<file path="config.mk">
export PLATFORM = sky130hd
export DESIGN_NAME = dramc_cycle_decoder
export DESIGN_NICKNAME = d
export VERILOG_FILES = /design/src/rtl/dramc_pkg.sv /design/src/rtl/dramc_init_tracker.sv /design/src/rtl/dramc_cell_array.sv /design/src/rtl/dramc_cycle_fsm.sv /design/src/rtl/dramc_cycle_decoder.sv
export SDC_FILE = /design/constraint.sdc
export NUM_CORES = 1
export LEC_CHECK = 0
export CORE_ASPECT_RATIO = 1.75
export CORE_MARGIN = 3
export CORE_UTILIZATION = 56
export CTS_CLUSTER_SIZE = 20
export DETAILED_ROUTE_END_ITERATION = 10
export PLACE_DENSITY_LB_ADDON = 0.1
export REMOVE_ABC_BUFFERS = 1
export SYNTH_ARGS = -nofsm -noshare
export SYNTH_HDL_FRONTEND = slang
export SYNTH_HIERARCHICAL = 1
export SYNTH_SLANG_ARGS = --single-unit
</file>
<file path="constraint.sdc">
create_clock -name clk -period 3.65 [get_ports clk]
set_input_delay 0.73 -clock clk [delete_from_list [all_inputs] [get_ports clk]]
set_output_delay 0.73 -clock clk [all_outputs]
set_load 0.05 [all_outputs]
</file>
<file path="src/rtl/dramc_pkg.sv">
package dramc_pkg;

    typedef enum logic [2:0] {
        ST_IDLE,
        ST_ROW,
        ST_ACCESS,
        ST_READ,
        ST_RMW,
        ST_REFRESH,
        ST_HOLD,
        ST_BAD
    } dramc_state_e;

    typedef enum logic [2:0] {
        K_NONE    = 3'd0,
        K_READ    = 3'd1,
        K_EWRITE  = 3'd2,
        K_RMW     = 3'd3,
        K_ROR     = 3'd4,
        K_CBR     = 3'd5,
        K_TEST    = 3'd6,
        K_ILLEGAL = 3'd7
    } dramc_kind_e;

endpackage

</file>
<file path="src/rtl/dramc_init_tracker.sv">
module dramc_init_tracker #(
    parameter int STARTUP_CYC = 50000,
    parameter int INIT_CYC    = 8
) (
    input  logic clk,
    input  logic rst_n,
    input  logic refresh_evt,
    output logic ready
);
    localparam int SW = $clog2(STARTUP_CYC + 1);
    localparam int IW = $clog2(INIT_CYC + 1);

    logic [SW-1:0] wait_cnt;
    logic [IW-1:0] ref_cnt;
    logic          wait_done;

    assign wait_done = (wait_cnt == SW'(STARTUP_CYC));

    always_ff @(posedge clk or negedge rst_n) begin
        if (!rst_n) begin
            wait_cnt <= '0;
            ref_cnt  <= '0;
        end else begin
            if (!wait_done)
                wait_cnt <= wait_cnt + 1'b1;
            if (wait_done && refresh_evt && (ref_cnt != IW'(INIT_CYC)))
                ref_cnt <= ref_cnt + 1'b1;
        end
    end

    assign ready = wait_done && (ref_cnt == IW'(INIT_CYC));

endmodule

</file>
<file path="src/rtl/dramc_cell_array.sv">
module dramc_cell_array #(
    parameter int ROW_W = 2,
    parameter int COL_W = 3,
    parameter int DW    = 4,
    parameter int CMP_W = 2
) (
    input  logic             clk,
    input  logic             rst_n,
    input  logic [ROW_W-1:0] row_i,
    input  logic [COL_W-1:0] col_i,
    input  logic             wr_en,
    input  logic             wr_bcast,
    input  logic [DW-1:0]    wdata,
    output logic [DW-1:0]    rd_word,
    output logic             rd_match
);
    localparam int IXW   = ROW_W + COL_W;
    localparam int DEPTH = 1 << IXW;
    localparam int GRP   = 1 << CMP_W;
    localparam int BW    = IXW - CMP_W;

    logic [DW-1:0] mem [DEPTH];
    logic [BW-1:0] base;

    assign base = {row_i, col_i[COL_W-1:CMP_W]};

    always_ff @(posedge clk or negedge rst_n) begin
        if (!rst_n) begin
            for (int i = 0; i < DEPTH; i++)
                mem[i] <= '0;
        end else if (wr_en) begin
            if (wr_bcast) begin
                for (int g = 0; g < GRP; g++)
                    mem[{base, CMP_W'(g)}] <= wdata;
            end else begin
                mem[{row_i, col_i}] <= wdata;
            end
        end
    end

    assign rd_word = mem[{row_i, col_i}];

    always_comb begin
        rd_match = 1'b1;
        for (int g = 1; g < GRP; g++)
            if (mem[{base, CMP_W'(g)}] != mem[{base, CMP_W'(0)}])
                rd_match = 1'b0;
    end

endmodule

</file>
<file path="src/rtl/dramc_cycle_fsm.sv">
module dramc_cycle_fsm
    import dramc_pkg::*;
#(
    parameter int          ROW_W     = 2,
    parameter int          COL_W     = 3,
    parameter int          AW        = 3,
    parameter int          DW        = 4,
    parameter int          ACC_CYC   = 4,
    parameter int          TEST_XTRA = 2,
    parameter logic [DW-1:0] BAD_MARK = 4'hA
) (
    input  logic             clk,
    input  logic             rst_n,
    input  logic             ras_n,
    input  logic             cas_n,
    input  logic             we_n,
    input  logic             oe_n,
    input  logic [AW-1:0]    addr,
    input  logic             ready,
    input  logic [DW-1:0]    rd_word,
    input  logic             rd_match,
    output logic [ROW_W-1:0] mem_row,
    output logic [COL_W-1:0] mem_col,
    output logic             wr_en,
    output logic             wr_bcast,
    output logic             refresh_evt,
    output logic             test_mode,
    output logic [DW-1:0]    dq_out,
    output logic             dq_oe,
    output logic             err,
    output logic [2:0]       cyc_kind
);
    localparam int CW = $clog2(ACC_CYC + TEST_XTRA + 1);

    dramc_state_e st, st_n;
    dramc_kind_e  kind_q;
    logic [ROW_W-1:0] row_q;
    logic [COL_W-1:0] col_q;
    logic [CW-1:0]    acc_cnt;
    logic [DW-1:0]    rd_q;

    logic ras_lo_cas_lo, ror_evt, cbr_fall, wcbr_evt, cbr_evt;
    logic ew_evt, rmw_evt, rd_start, acc_done, bad_evt;

    // next-state logic
    always_comb begin
        st_n = st;
        unique case (st)
            ST_IDLE:    if (!ras_n) st_n = cas_n ? ST_ROW : ST_REFRESH;
            ST_ROW: begin
                if (ras_n)       st_n = ST_IDLE;
                else if (!cas_n) st_n = (!ready || !we_n) ? ST_HOLD : ST_ACCESS;
            end
            ST_ACCESS: begin
                if (ras_n)                st_n = ST_IDLE;
                else if (cas_n)           st_n = ST_HOLD;
                else if (!we_n)           st_n = ST_BAD;
                else if (acc_cnt == '0)   st_n = ST_READ;
            end
            ST_READ: begin
                if (ras_n)       st_n = ST_IDLE;
                else if (cas_n)  st_n = ST_HOLD;
                else if (!we_n)  st_n = ST_RMW;
            end
            ST_RMW, ST_BAD: begin
                if (ras_n)       st_n = ST_IDLE;
                else if (cas_n)  st_n = ST_HOLD;
            end
            ST_REFRESH, ST_HOLD: if (ras_n) st_n = ST_IDLE;
            default:    st_n = ST_IDLE;
        endcase
    end

    // state register
    always_ff @(posedge clk or negedge rst_n) begin
        if (!rst_n) st <= ST_IDLE;
        else        st <= st_n;
    end

    // strobe events
    assign ras_lo_cas_lo = !ras_n && !cas_n;
    assign cbr_fall = (st == ST_IDLE) && ras_lo_cas_lo;
    assign wcbr_evt = cbr_fall && !we_n && ready;
    assign cbr_evt  = cbr_fall && we_n;
    assign ror_evt  = (st == ST_ROW) && ras_n;
    assign ew_evt   = (st == ST_ROW) && ras_lo_cas_lo && !we_n && ready;
    assign rd_start = (st == ST_ROW) && ras_lo_cas_lo && we_n && ready;
    assign acc_done = (st == ST_ACCESS) && ras_lo_cas_lo && we_n && (acc_cnt == '0);
    assign bad_evt  = (st == ST_ACCESS) && ras_lo_cas_lo && !we_n;
    assign rmw_evt  = (st == ST_READ) && ras_lo_cas_lo && !we_n;

    // cycle datapath registers
    always_ff @(posedge clk or negedge rst_n) begin
        if (!rst_n) begin
            row_q     <= '0;
            col_q     <= '0;
            acc_cnt   <= '0;
            rd_q      <= '0;
            test_mode <= 1'b0;
            kind_q    <= K_NONE;
        end else begin
            if ((st == ST_IDLE) && !ras_n)
                row_q <= addr[ROW_W-1:0];
            if (rd_start) begin
                col_q   <= addr[COL_W-1:0];
                acc_cnt <= test_mode ? CW'(ACC_CYC + TEST_XTRA - 1) : CW'(ACC_CYC - 1);
            end else if ((st == ST_ACCESS) && (acc_cnt != '0)) begin
                acc_cnt <= acc_cnt - 1'b1;
            end
            if (acc_done)
                rd_q <= test_mode ? {DW{rd_match}} : rd_word;
            if (wcbr_evt)
                test_mode <= 1'b1;
            else if (cbr_evt || ror_evt)
                test_mode <= 1'b0;
            if (wcbr_evt)      kind_q <= K_TEST;
            else if (cbr_evt)  kind_q <= K_CBR;
            else if (ror_evt)  kind_q <= K_ROR;
            else if (ew_evt)   kind_q <= K_EWRITE;
            else if (rd_start) kind_q <= K_READ;
            else if (rmw_evt)  kind_q <= K_RMW;
            else if (bad_evt)  kind_q <= K_ILLEGAL;
        end
    end

    // outputs
    always_comb begin
        mem_row     = row_q;
        mem_col     = (st == ST_ROW) ? addr[COL_W-1:0] : col_q;
        wr_en       = ew_evt || rmw_evt;
        wr_bcast    = test_mode;
        refresh_evt = cbr_evt || ror_evt;
        err         = (st == ST_BAD);
        dq_out      = (st == ST_BAD) ? BAD_MARK : rd_q;
        dq_oe       = !cas_n && !oe_n &&
                      ((st == ST_READ) || (st == ST_RMW) || (st == ST_BAD));
        cyc_kind    = kind_q;
    end

endmodule

</file>
<file path="src/rtl/dramc_cycle_decoder.sv">
module dramc_cycle_decoder #(
    parameter int            ROW_W       = 2,
    parameter int            COL_W       = 3,
    parameter int            DW          = 4,
    parameter int            CMP_W       = 2,
    parameter int            ACC_CYC     = 4,
    parameter int            TEST_XTRA   = 2,
    parameter int            STARTUP_CYC = 50000,
    parameter int            INIT_CYC    = 8,
    parameter logic [DW-1:0] BAD_MARK    = 4'hA,
    localparam int           AW          = (ROW_W > COL_W) ? ROW_W : COL_W
) (
    input  logic          clk,
    input  logic          rst_n,
    input  logic          ras_n,
    input  logic          cas_n,
    input  logic          we_n,
    input  logic          oe_n,
    input  logic [AW-1:0] addr,
    input  logic [DW-1:0] din,
    output logic [DW-1:0] dq_out,
    output logic          dq_oe,
    output logic          ready,
    output logic          test_mode,
    output logic          err,
    output logic [2:0]    cyc_kind
);
    logic [ROW_W-1:0] mem_row;
    logic [COL_W-1:0] mem_col;
    logic             wr_en, wr_bcast, refresh_evt, rd_match;
    logic [DW-1:0]    rd_word;

    dramc_init_tracker #(
        .STARTUP_CYC (STARTUP_CYC),
        .INIT_CYC    (INIT_CYC)
    ) u_init (
        .clk         (clk),
        .rst_n       (rst_n),
        .refresh_evt (refresh_evt),
        .ready       (ready)
    );

    dramc_cell_array #(
        .ROW_W (ROW_W),
        .COL_W (COL_W),
        .DW    (DW),
        .CMP_W (CMP_W)
    ) u_cells (
        .clk      (clk),
        .rst_n    (rst_n),
        .row_i    (mem_row),
        .col_i    (mem_col),
        .wr_en    (wr_en),
        .wr_bcast (wr_bcast),
        .wdata    (din),
        .rd_word  (rd_word),
        .rd_match (rd_match)
    );

    dramc_cycle_fsm #(
        .ROW_W     (ROW_W),
        .COL_W     (COL_W),
        .AW        (AW),
        .DW        (DW),
        .ACC_CYC   (ACC_CYC),
        .TEST_XTRA (TEST_XTRA),
        .BAD_MARK  (BAD_MARK)
    ) u_fsm (
        .clk         (clk),
        .rst_n       (rst_n),
        .ras_n       (ras_n),
        .cas_n       (cas_n),
        .we_n        (we_n),
        .oe_n        (oe_n),
        .addr        (addr),
        .ready       (ready),
        .rd_word     (rd_word),
        .rd_match    (rd_match),
        .mem_row     (mem_row),
        .mem_col     (mem_col),
        .wr_en       (wr_en),
        .wr_bcast    (wr_bcast),
        .refresh_evt (refresh_evt),
        .test_mode   (test_mode),
        .dq_out      (dq_out),
        .dq_oe       (dq_oe),
        .err         (err),
        .cyc_kind    (cyc_kind)
    );

endmodule

</file>
==> impl_metrics.env <==
export IMPL_synth_seq_cells=167
export IMPL_cts_sinks=167
export IMPL_crit_type="register to register"
export IMPL_die_w_um=100
export IMPL_dieArea_sq_um=17000
export IMPL_fp_coreArea_sq_um=15000
export IMPL_ys_seq_area_share_pct=48.3
export IMPL_syn_inst=705
export IMPL_ir_worst_vdd_mv=0.426
export IMPL_syn_to_final_growth_pct=14.8
export IMPL_p_leak_uw=0.00470
export IMPL_min_period_ps=3380
export IMPL_vias=5868
export IMPL_powerDensity_nw_per_um2=519
export IMPL_post_dp_hpwl_mm=14.8
export IMPL_synth_edf_count=0
export IMPL_yosysWarnings=6
export IMPL_cts_buffers=17
export IMPL_antenna_found_initial=0
export IMPL_io_pins=24
export IMPL_status="complete, no violations"
export IMPL_report_final_slew_viol_count=0
export IMPL_arrival_ps=3680
export IMPL_dpl_cell_area_sq_um=9330
export IMPL_ys_async_sr_fraction_pct=100
export IMPL_final_common_cell="dfrtp_1"
export IMPL_num_fill_cells=1173
export IMPL_ctsHoldBuffers=0
export IMPL_critPathLaunchType="register"
export IMPL_final_cell_mix="dfrtp_1 (167), mux2_2 (153), nand2_1 (53), buf_4 (47), mux2i_1 (34)"
export IMPL_antenna_cells=0
export IMPL_ant_nets=0
export IMPL_postCtsSetupBuffers=0
export IMPL_grtUsageTotal_pct=25.6
export IMPL_route_detailed_vias_per_inst=6.16
export IMPL_synth_area_per_cell_sq_um=12.3
export IMPL_root_buffer="clkbuf_16"
export IMPL_syn_area_sq_um=8650
export IMPL_synth_top_flop_cell="dfrtp_1"
export IMPL_clockBufferDepth=2
export IMPL_grt_max_degree=78
export IMPL_drt_iter0_markers=346
export IMPL_layout_drive_gt1_share_pct=35.2
export IMPL_hp_class="input port to asynchronous set/reset pin"
export IMPL_drt_wl_total_mm=20.5
export IMPL_drt_wirelength_per_cell_um=21.6
export IMPL_dr_pass1_iters=5
export IMPL_cts_tree="built"
export IMPL_grt_pass1_vias=6272
export IMPL_post_place_cells=920
export IMPL_cts_repair_resized=1
export IMPL_ys_types=66
export IMPL_setup_viol=0
export IMPL_grt_setup_unrepaired="false"
export IMPL_h_tree_depth=4
export IMPL_clkTransAtPathRegs_ps=80
export IMPL_fin_cells=952
export IMPL_drv_cap=0
export IMPL_die_h_um=170
export IMPL_maxSlewHeadroom_pct=24.4
export IMPL_post_route_cell_area_sq_um=9930
export IMPL_fin_nets=775
export IMPL_tightest_slew_ps=1130
export IMPL_crit_path_max_fanout=4
export IMPL_port_buffers=23
export IMPL_grt_pass1_wl_mm=33.5
export IMPL_floorplan_rows=59
export IMPL_drc=0
export IMPL_period_share_pct=92.6
export IMPL_grt_ovfl_total=0
export IMPL_fmaxAchievable_mhz=296
export IMPL_hold_violations=0
export IMPL_cp_end_kind="register"
export IMPL_clock_latency_ps=420
export IMPL_fin_skew_ps=16.8
export IMPL_initial_core_util_pct=57.7
export IMPL_required_ps=3950
export IMPL_place_gp_congestion=0.879
-- critical path, stage by stage (launching register included) --
cell and delay [ps]:
dfrtp_1 390, or4b_4 550, nor4_4 300, nor3b_2 250
buf_4 150, nor2_1 40, nor4b_2 270, and2_1 200
nor2b_2 230, nor3b_2 230, buf_4 160, nand2_1 150
mux2_2 320
-- routing by layer --
metal | track usage, % | wire length [um] | vias to the layer above
met2 | 45.7 | 11100 | 171
met5 | 0 | 0 | -
li1 | - | - | 2663
met3 | 3.45 | 748 | 43
met1 | 30.8 | 7980 | 2991
met4 | 10.4 | 684 | 0
-- per-stage QoR --
stage / util, % / hold WS [ps] / worst slack (ps) / TNS, ps / power [uW]
after detailed placement: 62.3 / 466 / -59.4 / -710 / 3430
after CTS: 66.1 / 355 / 3.87 / 0 / 5180
after global routing: 66.3 / 371 / 5.03 / 0 / 5380
after global placement: 62.3 / 468 / 34.2 / 0 / 3400
after floorplan: - / 434 / -1040 / -110850 / 2910
final: 66.3 / 332 / 269 / 0 / 5160
-- where the power goes --
part | switching, uW | internal, uW
combinational | 782 | 562
clock | 834 | 915
sequential | 115 | 1950
total | 1730 | 3430
-- cell families after synthesis --
kind of cell / after synthesis / synth area share (%)
AO/OA/AOI/OAI: 69 / 5.53
adder cells (fa/ha/maj): 6 / 0.868
AND/OR/NAND/NOR: 176 / 10.7
flip-flops: 167 / 48.3
buffers and inverters: 58 / 3.14
XOR/XNOR: 18 / 1.82
multiplexers: 211 / 29.6
-- cell type report --
class	count	area [sq um]	area share (%)
Clock buffer	17	425	4.28
Clock inverter	15	149	1.50
Inverter	17	63.8	0.643
Multi-Input combinational cell	480	4230	42.6
Sequential cell	167	4180	42.1
Tap cell	183	229	2.31
Timing Repair Buffer	73	654	6.59
-- path summary, 6_finish.rpt --
kind / startpoint / to / slack (ps) / cells after the start
hold reg to reg: u_init/wait_cnt[15]$_DFFE_PN0P_ / u_init/wait_cnt[15]$_DFFE_PN0P_ / 480 / 1
min in group clk: u_init/wait_cnt[15]$_DFFE_PN0P_ / u_init/wait_cnt[15]$_DFFE_PN0P_ / 480 / 1
setup reg to reg: u_init/wait_cnt[7]$_DFFE_PN0P_ / u_cells/mem[118]$_DFFE_PN0P_ / 270 / 12
max in group asynchronous: rst_n / u_cells/mem[13]$_DFFE_PN0P_ / 2490 / 2
hold / removal: rst_n / u_init/wait_cnt[12]$_DFFE_PN0P_ / 330 / 1
setup / recovery: u_init/wait_cnt[7]$_DFFE_PN0P_ / u_cells/mem[118]$_DFFE_PN0P_ / 270 / 12
-- sequential cells by signal (all words and copies together), names as in the netlist --
register / count
u_fsm/st: 3
u_init/wait_cnt: 16
u_fsm/acc_cnt: 3
u_fsm/mem_row: 2
u_cells/mem: 128
u_fsm/rd_q: 4
u_fsm/test_mode: 1
u_fsm/cyc_kind: 3
u_init/ref_cnt: 4
u_fsm/col_q: 3
-- synthesized netlist by cell type, types with 6 or more instances --
cell type  instances  share of area, %
dfrtp_1          167                48
nor3_1            14              0.81
mux4_2            12               3.1
o22ai_1            7              0.51
o21ai_0           19               1.1
and2_1             7              0.51
nor2_1            33               1.4
nand2b_1          12              0.87
buf_2              6              0.35
mux2i_1           34               3.9
ha_1               6              0.87
mux2_2           154                20
nand2_1           53               2.3
nand3_1           10              0.58
xnor2_1           13               1.3
nor2b_1            6              0.43
inv_1             16              0.69
a21oi_1           11              0.64
clkbuf_1          28               1.2
No activity file was read; power rests on OpenSTA's default activity.
